### src/rtl/interval_counter.sv
module interval_counter #(
  parameter int W = 16
) (
  input  logic         clk,
  input  logic         rst_n,
  input  logic         tick,
  input  logic         gate,
  input  logic         load,
  input  logic [W-1:0] load_val,
  input  logic [2:0]   mode_in,
  output logic [W-1:0] count,
  output logic         out
);
  logic [2:0]   m_q;
  logic [W-1:0] init_q;
  logic         gate_q, armed;

  wire [2:0]   m_eff     = (mode_in[2:1] == 2'b11) ? {1'b0, mode_in[1:0]} : mode_in;
  wire [W-1:0] even_init = {init_q[W-1:1], 1'b0};
  wire [W-1:0] dec1      = count - W'(1);
  wire [W-1:0] dec2      = count - W'(2);
  wire         rise      = gate & ~gate_q;
  wire         gated     = (m_q == 3'd0) || (m_q == 3'd2) || (m_q == 3'd3) || (m_q == 3'd4);
  wire         retrig    = (m_q == 3'd1) || (m_q == 3'd2) || (m_q == 3'd3) || (m_q == 3'd5);
  wire         run       = tick & (gate | ~gated);

  always_ff @(posedge clk or negedge rst_n) begin
    if (!rst_n) begin
      m_q    <= 3'd0;
      init_q <= '0;
      count  <= '0;
      gate_q <= 1'b0;
      armed  <= 1'b0;
      out    <= 1'b1;
    end else begin
      gate_q <= gate;
      if (load) begin
        m_q    <= m_eff;
        init_q <= load_val;
        count  <= (m_eff == 3'd3) ? {load_val[W-1:1], 1'b0} : load_val;
        out    <= (m_eff != 3'd0);
        armed  <= (m_eff == 3'd0) || (m_eff == 3'd4);
      end else if (rise && retrig) begin
        count <= (m_q == 3'd3) ? even_init : init_q;
        out   <= (m_q != 3'd1);
        armed <= (m_q == 3'd1) || (m_q == 3'd5);
      end else if (run) begin
        case (m_q)
          3'd0, 3'd1: begin
            count <= dec1;
            if (armed && dec1 == '0) begin
              out   <= 1'b1;
              armed <= 1'b0;
            end
          end
          3'd4, 3'd5: begin
            count <= dec1;
            if (armed && dec1 == '0) begin
              out   <= 1'b0;
              armed <= 1'b0;
            end else begin
              out <= 1'b1;
            end
          end
          3'd2: begin
            if (count == W'(1)) begin
              count <= init_q;
              out   <= 1'b1;
            end else begin
              count <= dec1;
              out   <= (dec1 != W'(1));
            end
          end
          3'd3: begin
            if (count == W'(2)) begin
              count <= even_init;
              out   <= ~out;
            end else begin
              count <= dec2;
            end
          end
          default: count <= dec1;
        endcase
      end
    end
  end
endmodule


### config.mk
export PLATFORM = sky130hd
export DESIGN_NAME = interval_counter
export DESIGN_NICKNAME = d
export VERILOG_FILES = /design/src/rtl/interval_counter.sv
export SDC_FILE = /design/constraint.sdc
export NUM_CORES = 1
export LEC_CHECK = 0
export BUFFER_PORTS_ARGS = -buffer_cell sky130_fd_sc_hd__buf_2
export CAP_MARGIN = 20
export CORE_ASPECT_RATIO = 0.75
export CORE_MARGIN = 5
export CORE_UTILIZATION = 34
export DETAILED_ROUTE_END_ITERATION = 10
export MAX_ROUTING_LAYER = met4
export PLACE_DENSITY = 0.52
export SETUP_SLACK_MARGIN = 0.02
export SLEW_MARGIN = 30
export SYNTH_ARGS = -nofsm -noshare
export SYNTH_HDL_FRONTEND = slang
export SYNTH_SLANG_ARGS = --single-unit
### constraint.sdc
create_clock -name clk -period 5.75 [get_ports clk]
set_input_delay 0.8625 -clock clk [delete_from_list [all_inputs] [get_ports clk]]
set_output_delay 0.8625 -clock clk [all_outputs]
set_load 0.01 [all_outputs]
==> flow_summary.toml, run 1 <==
[outcome]
status = "finished clean"

[grt]
grt_pass1_wl_microns = 16400
first_global_vias = 2943
grt.total_usage_pct = 19.3
grt_start_max_net_pins = 63
grt.overflow.total = 0
antenna_found_initial = 0

[timing]
rsz0062_at_grt = "false"
hold_viol_final = 0
setup_viol = 0
finClkSkew_ns = 0.00598
post-route-min-period_ns = 3.33
setup-tns-final_ns = 0
period_share_pct = 57.8
tightest_slew_ns = 1.01
worst_slack_ns = 2.42
slew_viol_final = 0
max_freq_mhz = 301
slew_headroom_pct = 32.2

[yosys]
yosysSeqAreaShare_pct = 30.5
synth_cell_type_count = 63
ys_async_sr_fraction_pct = 100
syn_inst = 394
synthFlopType = "dfrtp_1"
syn_area_per_cell_sq_um = 7.91
synth_top_cells_by_count = "nand2_1, dfrtp_1, nor2_1"
ys_ff_latch = 38
yosys-top-cells-area = "dfrtp_1, nand2_1, o21ai_0, nor2_1, ha_1"
syn-cell-area_sq_um = 3120
synth_top_cell_by_area = "dfrtp_1"
yosysMostFrequentCell = "nand2_1"
synth-edff-count = 0
synth_top_area_share_pct = 29.7
syn-num-nets = 427
yosysWarnings = 0

[pwr]
p_clk_share_pct = 31.3
combPwrFrac_pct = 30.9
vdd_drop_max_uv = 148
net-switching-power_mw = 0.363
p_per_area_nw_per_um2 = 278
power_frac_seq_pct = 37.9
intPower_mw = 0.620
p_sw_share_pct = 36.9
p_leak_nw = 1.47

[clock_tree]
cts.sinks = 38
clkTransAtPathRegs_ns = 0.06
cts_buffers = 5
cts_resized = 0
clock-root-buffer = "clkbuf_16"
cts_tree = "done"
cts_hold_buf = 0
post-cts-setup-buffers = 0
cts_max_level = 2
clockBufferDepth = 2
clk_latency_ns = 0.29

[layout]
n_antenna_cell = 0
final_area_sq_um = 3530
fin_cells = 532
post-route-util_pct = 39.2
fin_nets = 452
areaGrowthSynthToFinish_pct = 13.3
layout-drive-gt1-share_pct = 17.6

[hold_path]
hp-class = "flip-flop to flip-flop"

[place]
io_buffers = 40
hpwl_microns = 7500
place.gp.congestion = 0.916
placed_cells = 524
dpl_worst_slack_ns = 2.54
dpl_cell_area_sq_um = 3360

[critical_path]
worst_setup_path_end_kind = "flip-flop"
arrival_ns = 3.54
crit_chain = "inv_1 > ha_1 > nor4b_2 > nand2_1 > mux2i_1 > a21boi_0 > nand3_1 > o31a_1 > mux2i_1"
timing_worst_setup_path_type = "flip-flop to flip-flop"
r2r_slack_ns = 2.42
critPathMaxStageDelay_ns = 0.66
path_common_cell = "mux2i_1"
path_delay_family = "simple AND/OR/NAND/NOR gates"
path_buf_inv = 1
crit_fanout = 8
slowest_stage = "nor4b_2"
worstPathRequired_ns = 5.97
cp-start-kind = "flip-flop"

[drt]
drc = 0
wl_per_cell_microns = 19.6
antenna_left = 0
drtIter0Drc = 226
routed_wl_microns = 10400
vias = 3096
viasPerCell = 5.82
dr.pass1.iters = 5

[floorplanning]
core_sq_um = 9010
initial_core_util_pct = 34.6
rows = 30
die_area_sq_um = 11200
boundaryPins = 41
die_w_microns = 121
die_y_microns = 92.9

[flow_run]
max_cap_violations = 0
[flip-flops by register name (all words and copies together) (netlist names)]
name    flops
armed       1
count      16
gate_q      1
init_q     16
m_q         3
out         1
[worst paths after layout]
check | end | from | cells after the start
max | out | count[1] | 9
min reg2reg | out | out | 2
max reg2reg | out | count[1] | 9
min in group asynchronous | init_q[12] | rst_n | 1
max in group asynchronous | init_q[14] | rst_n | 1
min | out | out | 2
[cell families after synthesis]
logic type               Yosys count  synth area share [%]
AO/OA/AOI/OAI                    113                  24.4
AND/OR/NAND/NOR                  159                  26.1
multiplexers                       8                  2.81
buffers and inverters             46                  6.62
flip-flops                        38                  30.5
adder cells (fa/ha/maj)            9                  3.61
XOR/XNOR                          21                  5.90
[power groups by stage]
| stage | Sequential, mW | Clock, mW | Combinational [mW] |
|---|---|---|---|
| after global routing | 0.379 | 0.325 | 0.335 |
| after floorplan | 0.345 | 0 | 0.230 |
| final | 0.372 | 0.308 | 0.304 |
| after CTS | 0.370 | 0.315 | 0.301 |
| after global placement | 0.374 | 0 | 0.297 |
| after detailed placement | 0.375 | 0 | 0.300 |
[per-stage QoR]
stage / hold WS (ns) / power (mW)
finish: 0.497 / 0.984
global route: 0.509 / 1.04
detailed placement: 0.488 / 0.675
floorplan: 0.467 / 0.575
global placement: 0.490 / 0.671
CTS: 0.497 / 0.986
[routing by layer]
layer,vias to the layer above,wire (microns),GRT usage (%)
li1,1486,-,-
met1,1472,5240,28.2
met2,111,4200,26.3
met3,27,683,3.91
met4,0,291,6.60
met5,-,0,-
[area by class of cell]
| class | count | area [sq um] |
|---|---|---|
| fill | 985 | 5480 |
| tap | 112 | 140 |
| clock buffer | 8 | 166 |
| multi-input combinational | 310 | 1970 |
| timing repair buffer | 44 | 233 |
| sequential | 38 | 952 |
| inverter | 20 | 75.1 |
[placed cells by master, fill, tap and decap left out, drive strengths merged, types with 6 or more instances in the layout]
cell / synthesis / routed
buf: 8 / 44
xor2: 12 / 12
inv: 20 / 20
a21oi: 22 / 22
mux2: 6 / 6
o31ai: 6 / 6
dfrtp: 37 / 37
clkbuf: 18 / 8
o22ai: 6 / 6
nand2: 47 / 47
nand3: 16 / 16
nand4: 11 / 11
o21ai: 29 / 29
xnor2: 9 / 9
ha: 9 / 9
a211oi: 6 / 6
nor4: 6 / 6
nor2: 35 / 35
nor3: 18 / 18
[worst reg2reg max path: cells and delay by family (launching register included)]
| kind | cells | cell delay [ns] |
|---|---|---|
| and+or+nand+nor | 3 | 1.14 |
| AOI/OAI and AO/OA | 2 | 0.77 |
| DFF | 1 | 0.44 |
| muxes | 2 | 0.34 |
| adders and majority gates | 1 | 0.30 |
| buffers and inverters | 1 | 0.27 |
No activity file was read; power rests on OpenSTA's default activity.
==> run 2: changes to the inputs <==
--- a/config.mk
+++ b/config.mk
@@ -12,7 +12,7 @@
 export CORE_UTILIZATION = 34
 export DETAILED_ROUTE_END_ITERATION = 10
 export MAX_ROUTING_LAYER = met4
-export PLACE_DENSITY = 0.52
+export PLACE_DENSITY = 0.54
 export SETUP_SLACK_MARGIN = 0.02
 export SLEW_MARGIN = 30
 export SYNTH_ARGS = -nofsm -noshare
==> constraint.sdc (replaced) <==
create_clock -name clk -period 3.04 [get_ports clk]
set_input_delay 0.456 -clock clk [delete_from_list [all_inputs] [get_ports clk]]
set_output_delay 0.456 -clock clk [all_outputs]
set_load 0.01 [all_outputs]
==> flow_summary.toml, run 2 (synthesis results as in run 1) <==
[outcome]
status = "finished clean"

[grt]
grt_pass1_wl_microns = 17100
grt_start_max_net_pins = 39
first_global_vias = 3014
grt.total_usage_pct = 20.1
antenna_found_initial = 0
grt.overflow.total = 0

[pwr]
power_mw = 1.87
p_leak_nw = 1.56
vdd_drop_max_uv = 234
p_per_area_nw_per_um2 = 511

[critical_path]
timing_worst_setup_path_type = "flip-flop to flip-flop"
critPathMaxStageDelay_ns = 0.43
crit_chain = "inv_1 > ha_1 > nor4b_2 > buf_4 > nand4_1 > xor2_1 > a21boi_0 > nand3_1 > o31a_1 > mux2i_1"
crit_fanout = 8
path_delay_family = "compound AO/OA/AOI/OAI gates"
arrival_ns = 3.01
worstPathRequired_ns = 3.25
worst_setup_path_end_kind = "flip-flop"
cp-start-kind = "flip-flop"
path_buf_inv = 2
slowest_stage = "dfrtp_1"
r2r_slack_ns = 0.24

[layout]
final_area_sq_um = 3650
layout-drive-gt1-share_pct = 20.7
n_antenna_cell = 0
final_cell_mix = "nand2_1, buf_2, dfrtp_1"
fin_cells = 551
top_regs = "count: 16 flops, init_q: 16 flops, m_q: 3 flops"
areaGrowthSynthToFinish_pct = 17.1
fin_nets = 471
layout_commonest_cell = "nand2_1"

[timing]
setup_viol = 0
slew_headroom_pct = 47.7
finClkSkew_ns = 0.00521
max_freq_mhz = 357
hold_viol_final = 0
period_share_pct = 92.1
rsz0062_at_grt = "false"
slew_viol_final = 0
setup-tns-final_ns = 0
tightest_slew_ns = 0.781
post-route-min-period_ns = 2.80
fin_hold_ws_ns = 0.143

[drt]
wl_per_cell_microns = 19.6
routed_wl_microns = 10800
antenna_left = 0
drc = 0
vias = 3200
dr.pass1.iters = 5
viasPerCell = 5.81
drtIter0Drc = 310

[place]
placed_cells = 543
io_buffers = 40
hpwl_microns = 8070
dpl_cell_area_sq_um = 3500
place.gp.congestion = 1.05

[flow_run]
max_cap_violations = 0

[clock_tree]
cts_hold_buf = 0
cts.sinks = 38
clkTransAtPathRegs_ns = 0.06
cts_max_level = 2
clockBufferDepth = 2
cts_buffers = 5
cts_tree = "done"
post-cts-setup-buffers = 0
clk_latency_ns = 0.29
cts_resized = 0
clock-root-buffer = "clkbuf_16"

[floorplanning]
die_y_microns = 92.9
die_area_sq_um = 11200
die_w_microns = 121
core_sq_um = 9010
boundaryPins = 41
rows = 30
initial_core_util_pct = 34.6

[hold_path]
hp-class = "input pin to asynchronous set/reset pin"
[run 2: layout make-up]
type	instances	area (sq um)
clock buffers	7	143
flip-flops and latches	38	952
well taps	112	140
multi-input cells	310	1960
inverters	20	75.1
repair buffers	63	375
clock inverters	1	5.00
fillers	968	5360
[run 2: final timing paths]
path	start	to	cells past startpoint
setup / recovery	count[1]	out	10
hold / removal	rst_n	init_q[10]	1
setup reg to reg	count[1]	out	10
hold reg to reg	out	out	2
max in group asynchronous	rst_n	out	1
min in group clk	gate	gate_q	1
[run 2: report_power, final]
group,switching (mW),internal [mW],total (mW)
sequential,0.102,0.571,0.673
clock,0.215,0.326,0.541
combinational,0.389,0.263,0.653
total,0.706,1.16,1.87
[run 2: metrics by stage]
stage,setup slack [ns],utilization [%]
finish,0.241,40.5
global route,0.0247,40.5
CTS,0.250,40.5
detailed placement,0.262,38.8
global placement,0.335,38.8
floorplan,0.446,-
[run 2: metal layers]
| metal | share of wire, % | wire length, microns | vias to the layer above | global-route usage [%] |
|---|---|---|---|---|
| li1 | - | - | 1528 | - |
| met1 | 50 | 5390 | 1510 | 29.4 |
| met2 | 41 | 4390 | 142 | 28.0 |
| met3 | 7.0 | 750 | 20 | 3.48 |
| met4 | 2.2 | 240 | 0 | 6.23 |
| met5 | 0 | 0 | - | - |
==> run 3: changes to the inputs <==
--- a/config.mk
+++ b/config.mk
@@ -12,7 +12,7 @@
 export CORE_UTILIZATION = 34
 export DETAILED_ROUTE_END_ITERATION = 10
 export MAX_ROUTING_LAYER = met4
-export PLACE_DENSITY = 0.54
+export PLACE_DENSITY = 0.52
 export SETUP_SLACK_MARGIN = 0.02
 export SLEW_MARGIN = 30
 export SYNTH_ARGS = -nofsm -noshare
==> constraint.sdc (replaced) <==
create_clock -name clk -period 2.7 [get_ports clk]
set_input_delay 0.405 -clock clk [delete_from_list [all_inputs] [get_ports clk]]
set_output_delay 0.405 -clock clk [all_outputs]
set_load 0.01 [all_outputs]
==> flow_summary.toml, run 3 (synthesis results as in run 1) <==
[clock_tree]
cts.sinks = 38
cts_resized = 0
post-cts-setup-buffers = 0
cts_tree = "done"
cts_buffers = 5
cts_hold_buf = 0
clkTransAtPathRegs_ns = 0.06
clk_latency_ns = 0.29
clockBufferDepth = 2
clock-root-buffer = "clkbuf_16"
cts_max_level = 2

[layout]
top_regs = "count: 16 flops, init_q: 16 flops, m_q: 3 flops"
final_cell_mix = "nand2_1, buf_2, dfrtp_1, buf_4, nor2_1"
layout-drive-gt1-share_pct = 23.9
n_antenna_cell = 0
areaGrowthSynthToFinish_pct = 21.5
fin_cells = 564
post-route-util_pct = 42.1
layout_commonest_cell = "nand2_1"
fin_nets = 484
final_area_sq_um = 3790

[timing]
setup_viol = 0
finClkSkew_ns = 0.00389
rsz0062_at_grt = "true"
fin_hold_ws_ns = 0.0986
slew_viol_final = 0
setup-tns-final_ns = 0
tightest_slew_ns = 0.635
post-route-min-period_ns = 2.54
worst_slack_ns = 0.163
hold_viol_final = 0
slew_headroom_pct = 57.7
period_share_pct = 93.9
max_freq_mhz = 394

[place]
io_buffers = 40
place.gp.congestion = 0.967
placed_cells = 556
dpl_worst_slack_ns = 0.0590
hpwl_microns = 8160
dpl_cell_area_sq_um = 3610

[pwr]
power_mw = 2.16
p_leak_nw = 1.63
p_per_area_nw_per_um2 = 570
vdd_drop_max_uv = 227

[critical_path]
critPathMaxStageDelay_ns = 0.53
worst_setup_path_end_kind = "flip-flop"
crit_fanout = 8
timing_worst_setup_path_type = "flip-flop to flip-flop"
cp-start-kind = "flip-flop"
worstPathRequired_ns = 2.88
ff2ff_path_depth = 7
path_buf_inv = 0
slowest_stage = "or4_4"
arrival_ns = 2.71
path_delay_family = "simple AND/OR/NAND/NOR gates"
crit_cells = 7
crit_chain = "or4_4 > nor3b_4 > and3_2 > o21ai_0 > a221oi_1 > a2111oi_1 > o22a_1"

[grt]
grt.overflow.total = 0
grt.total_usage_pct = 20.4
antenna_found_initial = 0
grt_pass1_wl_microns = 17400
first_global_vias = 3100
grt_start_max_net_pins = 39

[flow_run]
max_cap_violations = 0

[drt]
drtIter0Drc = 331
drc = 0
wl_per_cell_microns = 19.4
routed_wl_microns = 10900
vias = 3328
dr.pass1.iters = 5
antenna_left = 0
viasPerCell = 5.90

[hold_path]
hp-class = "input pin to asynchronous set/reset pin"

[outcome]
status = "finished clean"

[floorplanning]
rows = 30
die_y_microns = 92.9
die_area_sq_um = 11200
boundaryPins = 41
die_w_microns = 121
initial_core_util_pct = 34.6
core_sq_um = 9010
run 3: routing by layer:
| metal | global-route usage (%) | routed length, microns | share of wire (%) |
|---|---|---|---|
| met3 | 4.09 | 936 | 8.6 |
| met1 | 29.7 | 5360 | 49 |
| met2 | 28.5 | 4480 | 41 |
| met5 | - | 0 | 0 |
| met4 | 5.66 | 142 | 1.3 |
run 3: where the power goes:
group,total (mW),leakage [nW],internal (mW),switching [mW]
sequential,0.733,0.455,0.644,0.0889
combinational,0.811,1.10,0.336,0.475
clock,0.614,0.0739,0.367,0.247
run 3: worst paths after layout:
| check | start | to | slack, ns |
|---|---|---|---|
| setup / recovery | count[2] | count[5] | 0.16 |
| hold / removal | rst_n | init_q[12] | 0.1 |
| setup reg to reg | count[2] | count[5] | 0.16 |
| hold reg to reg | out | out | 0.49 |
| max in group asynchronous | rst_n | count[2] | 2.21 |
| min in group clk | gate | gate_q | 0.26 |
run 3: layout make-up:
type	instances	area, sq um
tap	112	140
fill	962	5220
multi-input combinational	310	1990
clock buffer	7	143
clock inverter	1	5.00
inverter	20	75.1
timing repair buffer	76	485
sequential	38	953
